$ cat config.mk
export PLATFORM = sky130hd
export DESIGN_NAME = bitfield_unit
export DESIGN_NICKNAME = d
export VERILOG_FILES = /design/src/rtl/bfu_pkg.sv /design/src/rtl/bfu_maskgen.sv /design/src/rtl/bfu_shift.sv /design/src/rtl/bfu_field.sv /design/src/rtl/bitfield_unit.sv
export SDC_FILE = /design/constraint.sdc
export NUM_CORES = 2
export LEC_CHECK = 0
export BUFFER_PORTS_ARGS = -buffer_cell sky130_fd_sc_hd__buf_2
export CAP_MARGIN = 20
export CORE_MARGIN = 5
export CORE_UTILIZATION = 30
export CTS_BUF_LIST = sky130_fd_sc_hd__clkbuf_2 sky130_fd_sc_hd__clkbuf_4 sky130_fd_sc_hd__clkbuf_8
export DETAILED_ROUTE_END_ITERATION = 8
export PLACE_DENSITY_LB_ADDON = 0.25
export SLEW_MARGIN = 20
export SYNTH_ARGS = -nofsm -noshare
export SYNTH_HDL_FRONTEND = slang
export SYNTH_SLANG_ARGS = --single-unit
$ cat constraint.sdc
create_clock -name clk -period 21.9 [get_ports clk]
set_input_delay 3.285 -clock clk [delete_from_list [all_inputs] [get_ports clk]]
set_output_delay 3.285 -clock clk [all_outputs]
set_load 0.01 [all_outputs]
$ cat src/rtl/bfu_pkg.sv
package bfu_pkg;

    typedef enum logic [2:0] {
        BFU_SHL    = 3'd0,
        BFU_SHR_L  = 3'd1,
        BFU_SHR_A  = 3'd2,
        BFU_EXT_S  = 3'd3,
        BFU_EXT_U  = 3'd4,
        BFU_DEP    = 3'd5,
        BFU_FUNNEL = 3'd6,
        BFU_NONE   = 3'd7
    } bfu_op_e;

    // Smaller of two unsigned widths, in 32-bit arithmetic
    function automatic int unsigned bfu_min(input int unsigned x, input int unsigned y);
        return (x < y) ? x : y;
    endfunction

endpackage

$ cat src/rtl/bfu_maskgen.sv
module bfu_maskgen #(
    parameter int DATA_W = 64,
    parameter int SHW    = $clog2(DATA_W),
    parameter int CNT_W  = SHW + 1
) (
    input  logic [SHW-1:0]    pos,
    input  logic [CNT_W-1:0]  len,
    output logic [DATA_W-1:0] low_mask,
    output logic [DATA_W-1:0] field_mask,
    output logic [SHW-1:0]    top_idx
);
    localparam int WW = CNT_W + 1;
    localparam logic [WW-1:0] FULL = WW'(DATA_W);
    localparam logic [WW-1:0] ONE  = WW'(1);

    logic [WW-1:0] req_w;
    logic [WW-1:0] room;
    logic [WW-1:0] eff_w;
    logic [WW-1:0] top_full;

    always_comb begin
        // zero length behaves as one bit, oversize lengths saturate
        if (len == '0)
            req_w = ONE;
        else if ({1'b0, len} > FULL)
            req_w = FULL;
        else
            req_w = {1'b0, len};
        room  = FULL - {{(WW-SHW){1'b0}}, pos};
        eff_w = (req_w < room) ? req_w : room;
        if (eff_w >= FULL)
            low_mask = '1;
        else
            low_mask = (DATA_W'(1) << eff_w) - DATA_W'(1);
        field_mask = low_mask << pos;
        top_full   = {{(WW-SHW){1'b0}}, pos} + eff_w - ONE;
        top_idx    = top_full[SHW-1:0];
    end

endmodule

$ cat src/rtl/bfu_shift.sv
module bfu_shift #(
    parameter int DATA_W = 64,
    parameter int SHW    = $clog2(DATA_W),
    parameter int CNT_W  = SHW + 1
) (
    input  logic [DATA_W-1:0] src_a,
    input  logic [DATA_W-1:0] src_b,
    input  logic [CNT_W-1:0]  amt,
    output logic [DATA_W-1:0] shl_res,
    output logic [DATA_W-1:0] shr_l_res,
    output logic [DATA_W-1:0] shr_a_res,
    output logic [DATA_W-1:0] funnel_res
);
    localparam logic [CNT_W-1:0] AMT_FULL = CNT_W'(DATA_W);

    logic              too_far;
    logic [2*DATA_W-1:0] pair_sh;

    always_comb begin
        too_far = (amt >= AMT_FULL);
        if (too_far) begin
            shl_res   = '0;
            shr_l_res = '0;
            shr_a_res = {DATA_W{src_a[DATA_W-1]}};
        end else begin
            shl_res   = src_a << amt;
            shr_l_res = src_a >> amt;
            shr_a_res = DATA_W'($signed(src_a) >>> amt);
        end
        pair_sh    = {src_a, src_b} >> amt;
        funnel_res = pair_sh[DATA_W-1:0];
    end

endmodule

$ cat src/rtl/bfu_field.sv
module bfu_field #(
    parameter int DATA_W = 64,
    parameter int SHW    = $clog2(DATA_W)
) (
    input  logic [DATA_W-1:0] src_a,
    input  logic [DATA_W-1:0] src_b,
    input  logic [SHW-1:0]    pos,
    input  logic [DATA_W-1:0] low_mask,
    input  logic [DATA_W-1:0] field_mask,
    input  logic [SHW-1:0]    top_idx,
    output logic [DATA_W-1:0] ext_s_res,
    output logic [DATA_W-1:0] ext_u_res,
    output logic [DATA_W-1:0] dep_res
);
    logic [DATA_W-1:0] aligned;
    logic              fill_bit;

    always_comb begin
        aligned   = (src_a >> pos) & low_mask;
        fill_bit  = src_a[top_idx];
        ext_u_res = aligned;
        ext_s_res = aligned | (fill_bit ? ~low_mask : '0);
        dep_res   = ((src_a << pos) & field_mask) | (src_b & ~field_mask);
    end

endmodule

$ cat src/rtl/bitfield_unit.sv
module bitfield_unit #(
    parameter int DATA_W = 64,
    parameter int SHW    = $clog2(DATA_W),
    parameter int CNT_W  = SHW + 1
) (
    input  logic              clk,
    input  logic              rst,
    input  logic              in_valid,
    input  logic [2:0]        op,
    input  logic [DATA_W-1:0] src_a,
    input  logic [DATA_W-1:0] src_b,
    input  logic [SHW-1:0]    pos,
    input  logic [CNT_W-1:0]  amt,
    output logic              out_valid,
    output logic [DATA_W-1:0] result
);
    import bfu_pkg::*;

    bfu_op_e           op_sel;
    logic [DATA_W-1:0] low_mask, field_mask;
    logic [SHW-1:0]    top_idx;
    logic [DATA_W-1:0] shl_res, shr_l_res, shr_a_res, funnel_res;
    logic [DATA_W-1:0] ext_s_res, ext_u_res, dep_res;
    logic [DATA_W-1:0] next_res;
    logic [DATA_W-1:0] res_q;
    logic              vld_q;

    assign op_sel = bfu_op_e'(op);

    bfu_maskgen #(.DATA_W(DATA_W), .SHW(SHW), .CNT_W(CNT_W)) u_mask (
        .pos        (pos),
        .len        (amt),
        .low_mask   (low_mask),
        .field_mask (field_mask),
        .top_idx    (top_idx)
    );

    bfu_shift #(.DATA_W(DATA_W), .SHW(SHW), .CNT_W(CNT_W)) u_shift (
        .src_a      (src_a),
        .src_b      (src_b),
        .amt        (amt),
        .shl_res    (shl_res),
        .shr_l_res  (shr_l_res),
        .shr_a_res  (shr_a_res),
        .funnel_res (funnel_res)
    );

    bfu_field #(.DATA_W(DATA_W), .SHW(SHW)) u_field (
        .src_a      (src_a),
        .src_b      (src_b),
        .pos        (pos),
        .low_mask   (low_mask),
        .field_mask (field_mask),
        .top_idx    (top_idx),
        .ext_s_res  (ext_s_res),
        .ext_u_res  (ext_u_res),
        .dep_res    (dep_res)
    );

    always_comb begin
        case (op_sel)
            BFU_SHL:    next_res = shl_res;
            BFU_SHR_L:  next_res = shr_l_res;
            BFU_SHR_A:  next_res = shr_a_res;
            BFU_EXT_S:  next_res = ext_s_res;
            BFU_EXT_U:  next_res = ext_u_res;
            BFU_DEP:    next_res = dep_res;
            BFU_FUNNEL: next_res = funnel_res;
            default:    next_res = '0;
        endcase
    end

    always_ff @(posedge clk) begin
        if (rst) begin
            res_q <= '0;
            vld_q <= 1'b0;
        end else begin
            vld_q <= in_valid;
            if (in_valid)
                res_q <= next_res;
        end
    end

    assign out_valid = vld_q;
    assign result    = res_q;

endmodule

==> impl_metrics.toml <==
[outcome]
status = "finished clean"

[critical_path]
crit_buf_inv = 3
max_stage_delay_ns = 0.83
required_ns = 22.16
rr_worst_depth = 7
startpoint = "pos[0]"
r2r_slack_ns = 19.22
cp-end-kind = "register"
cp_cell_sequence = "clkbuf_8, inv_6, ha_1, nor3b_2, nand2_1, ha_1, nand3_1, o221ai_1, a31o_4, buf_4, nor4_1, a31oi_1, ha_1, nand3_4, nor3_1, nand3_1, xor2_1, a21oi_1, a32o_1, a211oi_1, mux2_2, a2111oi_0, o21ai_1"
crit_slowest_cell = "ha_1"
cpMostUsedCell = "ha_1"
critical_path_class = "input pin to register"
startpoint_type = "input pin"
critical_path.top_delay_family = "compound AO/OA/AOI/OAI gates"
arrival_ns = 13.15
rr_startpoint = "result[28]"
crit_fanout = 64
r2r_end = "result[28]"

[cells_and_area]
drive_above_1_share_pct = 15.7
area_delta_synth_final_pct = 6.65
layout.nets = 5274
n_fill_cell = 13000
fin_cells = 6656

[power]
switching_share_pct = 65.3
pwr-share-clk_pct = 6.6
p_leak_nw = 14.1
power_density_nw_per_um2 = 46.0
vdd_drop_max_v = 0.0000499
combPwrFrac_pct = 85.2
intPower_uw = 597
total_power_mw = 1.72
power.switching_mw = 1.12
seqPwrFrac_pct = 8.2

[timing]
report.final.slew_viol_count = 0
fin_crit_sh_pct = 58.9
rsz0062_at_grt = "no"
finalSetupViolCount = 0
worst_slew_pin_slew_ns = 1.39
hold_viol = 0
timing.fmax_ghz = 0.0776
timing.hold.ws_ns = 0.485
setup_tns_ns = 0
maxSlewHeadroom_pct = 6.58
fin_crit_ns = 12.89
finalClockSkew_ns = 0

[synth]
synth.avg_cell_area_um2 = 6.60
synth_edf_count = 0
netlist_area_um2 = 35100
synth.distinct_cells = 123
seq_area_frac_synth_pct = 3.71
synth_warnings = 0
ys_ff_latch = 65
ys_async_sr_fraction_pct = 0
yosys_most_used_dff = "dfxtp_1"
syn_nets = 5472
synthCells = 5308

[detailed_routing]
drt_iter0_drc = 9165
routedWlPerCell_um = 41.5
via_per_inst = 7.30
wirelength_um = 276000
first_pass_iters = 7
vias = 48600
drc = 0
antenna_left = 0

[clock_network]
cts_resized = 0
cts_tree = "done"
hold_buffers = 0
post-cts-setup-buffer-count = 0
htree_levels = 3
numCtsBuffers = 9
clk_latency_ns = 0.38
cts.sinks = 65
cts_root_buf = "clkbuf_8"
path_clk_slew_ns = 0.09
cts_buffer_depth = 2

[floorplan]
io_pins = 212
dieArea_um2 = 124000
core_area_um2 = 116000
die_y_um = 352
die_w_um = 352
core.rowCount = 125
start_util_pct = 30.2

[grt]
overflow = 0
grt.total_usage_pct = 42.3
grt_pass1_wl_um = 371000
antenna_found_initial = 18
grt_pass1_vias = 44100
grt_max_degree = 143

[min_path]
min_path_cells = 2
hp-class = "register to register"
hp-start = "result[37]"
hold_end = "result[37]"

[placement]
placedCellCount = 6622
dp_hpwl_um = 216000
numPortBuffers = 211
gp_congestion = 1.14

[job]
maxCapViolCount = 0
==> cells in the final DEF (no fill, tap or decap), types with 65 or more instances in the layout <==
cell type  netlist  routed
o21ai_0        462     461
mux2_2          93      93
o211ai_1       104     104
a211oi_1        80      78
mux2i_1        468     466
a21oi_1        501     498
nor2_1         796     791
nor3_1          97      95
nand2_1        518     517
nand3_1        123     123
buf_4            4     153
buf_2           61     199
mux4_2         170     170
o22ai_1        110     110
dfxtp_1         65      65
a31oi_1         90      88
nand2b_1       108     106
==> worst max-delay path by stage <==
stage | endpoint | depth (start not counted) | slack [ns]
2_1_floorplan | result[36] | 36 | 9.28
3_3_place_gp | result[28] | 24 | 9.11
3_5_place_dp | result[28] | 24 | 8.86
4_1_cts | result[28] | 24 | 9.24
5_1_grt | result[28] | 24 | 8.68
6_report | result[53] | 23 | 9.01
==> power groups by stage <==
| stage | Combinational [mW] | Clock, mW | Sequential, mW |
|---|---|---|---|
| detailed placement | 1.36 | 0 | 0.143 |
| floorplan | 0.792 | 0 | 0.141 |
| global route | 1.47 | 0.116 | 0.140 |
| global placement | 1.37 | 0 | 0.142 |
| CTS | 1.37 | 0.112 | 0.140 |
| finish | 1.46 | 0.113 | 0.140 |
==> worst reg2reg max path, delay by kind of cell (launching register included) <==
family             cells  cell delay (ns)
AOI/OAI and AO/OA      6             1.95
DFF                    1             0.34
and+or+nand+nor        1             0.29
==> state kept, by name, summed over array words and instances (netlist names) <==
register	count
out_valid	1
result	64
==> kinds of logic after synthesis <==
family,count (synthesis),synth area share [%]
flip-flops,65,3.71
adder cells (fa/ha/maj),17,0.628
buffers and inverters,621,7.11
XOR/XNOR,28,0.721
AO/OA/AOI/OAI,1892,34.7
multiplexers,736,27.4
AND/OR/NAND/NOR,1949,25.6
==> cell type report <==
class | count | area [µm²] | area share [%]
Clock inverter | 7 | 70.1 | 0.187
Multi-Input combinational cell | 4622 | 31400 | 84.1
Inverter | 49 | 209 | 0.559
Sequential cell | 65 | 1300 | 3.48
Clock buffer | 9 | 124 | 0.331
Antenna cell | 17 | 42.5 | 0.114
Timing Repair Buffer | 363 | 2310 | 6.17
Tap cell | 1524 | 1910 | 5.10
==> cell usage after synthesis (93+ instances only) <==
library cell  count  area (µm²)
o22ai_1         110         688
mux4_2          170        3830
nand2_1         518        1940
mux2i_1         468        4680
nor3_1           97         485
nand3_1         123         616
clkbuf_1        355        1330
a21oi_1         501        2510
mux2_2           93        1050
buf_1           143         537
o211ai_1        104         781
nand2b_1        108         676
o21ai_0         462        2310
nor2_1          796        2990
==> stage by stage <==
| stage | cell area, µm² | util, % | setup slack, ns |
|---|---|---|---|
| 3_3_place_gp | 37100 | 31.9 | 9.11 |
| 5_1_grt | 37400 | 32.1 | 8.68 |
| 2_1_floorplan | 35100 | - | 9.28 |
| 3_5_place_dp | 37100 | 31.9 | 8.86 |
| 4_1_cts | 37300 | 32.1 | 9.24 |
| 6_report | 37400 | 32.2 | 9.01 |
==> routing by layer <==
metal	share of wire [%]	global-route usage, %	vias to the layer above
met5	0.032	0	-
met4	11	33.9	4
met3	13	13.7	1197
met2	41	62.2	4213
met1	36	50.4	23400
li1	-	-	19700
Note: power is estimated with default switching activity, not from simulation.
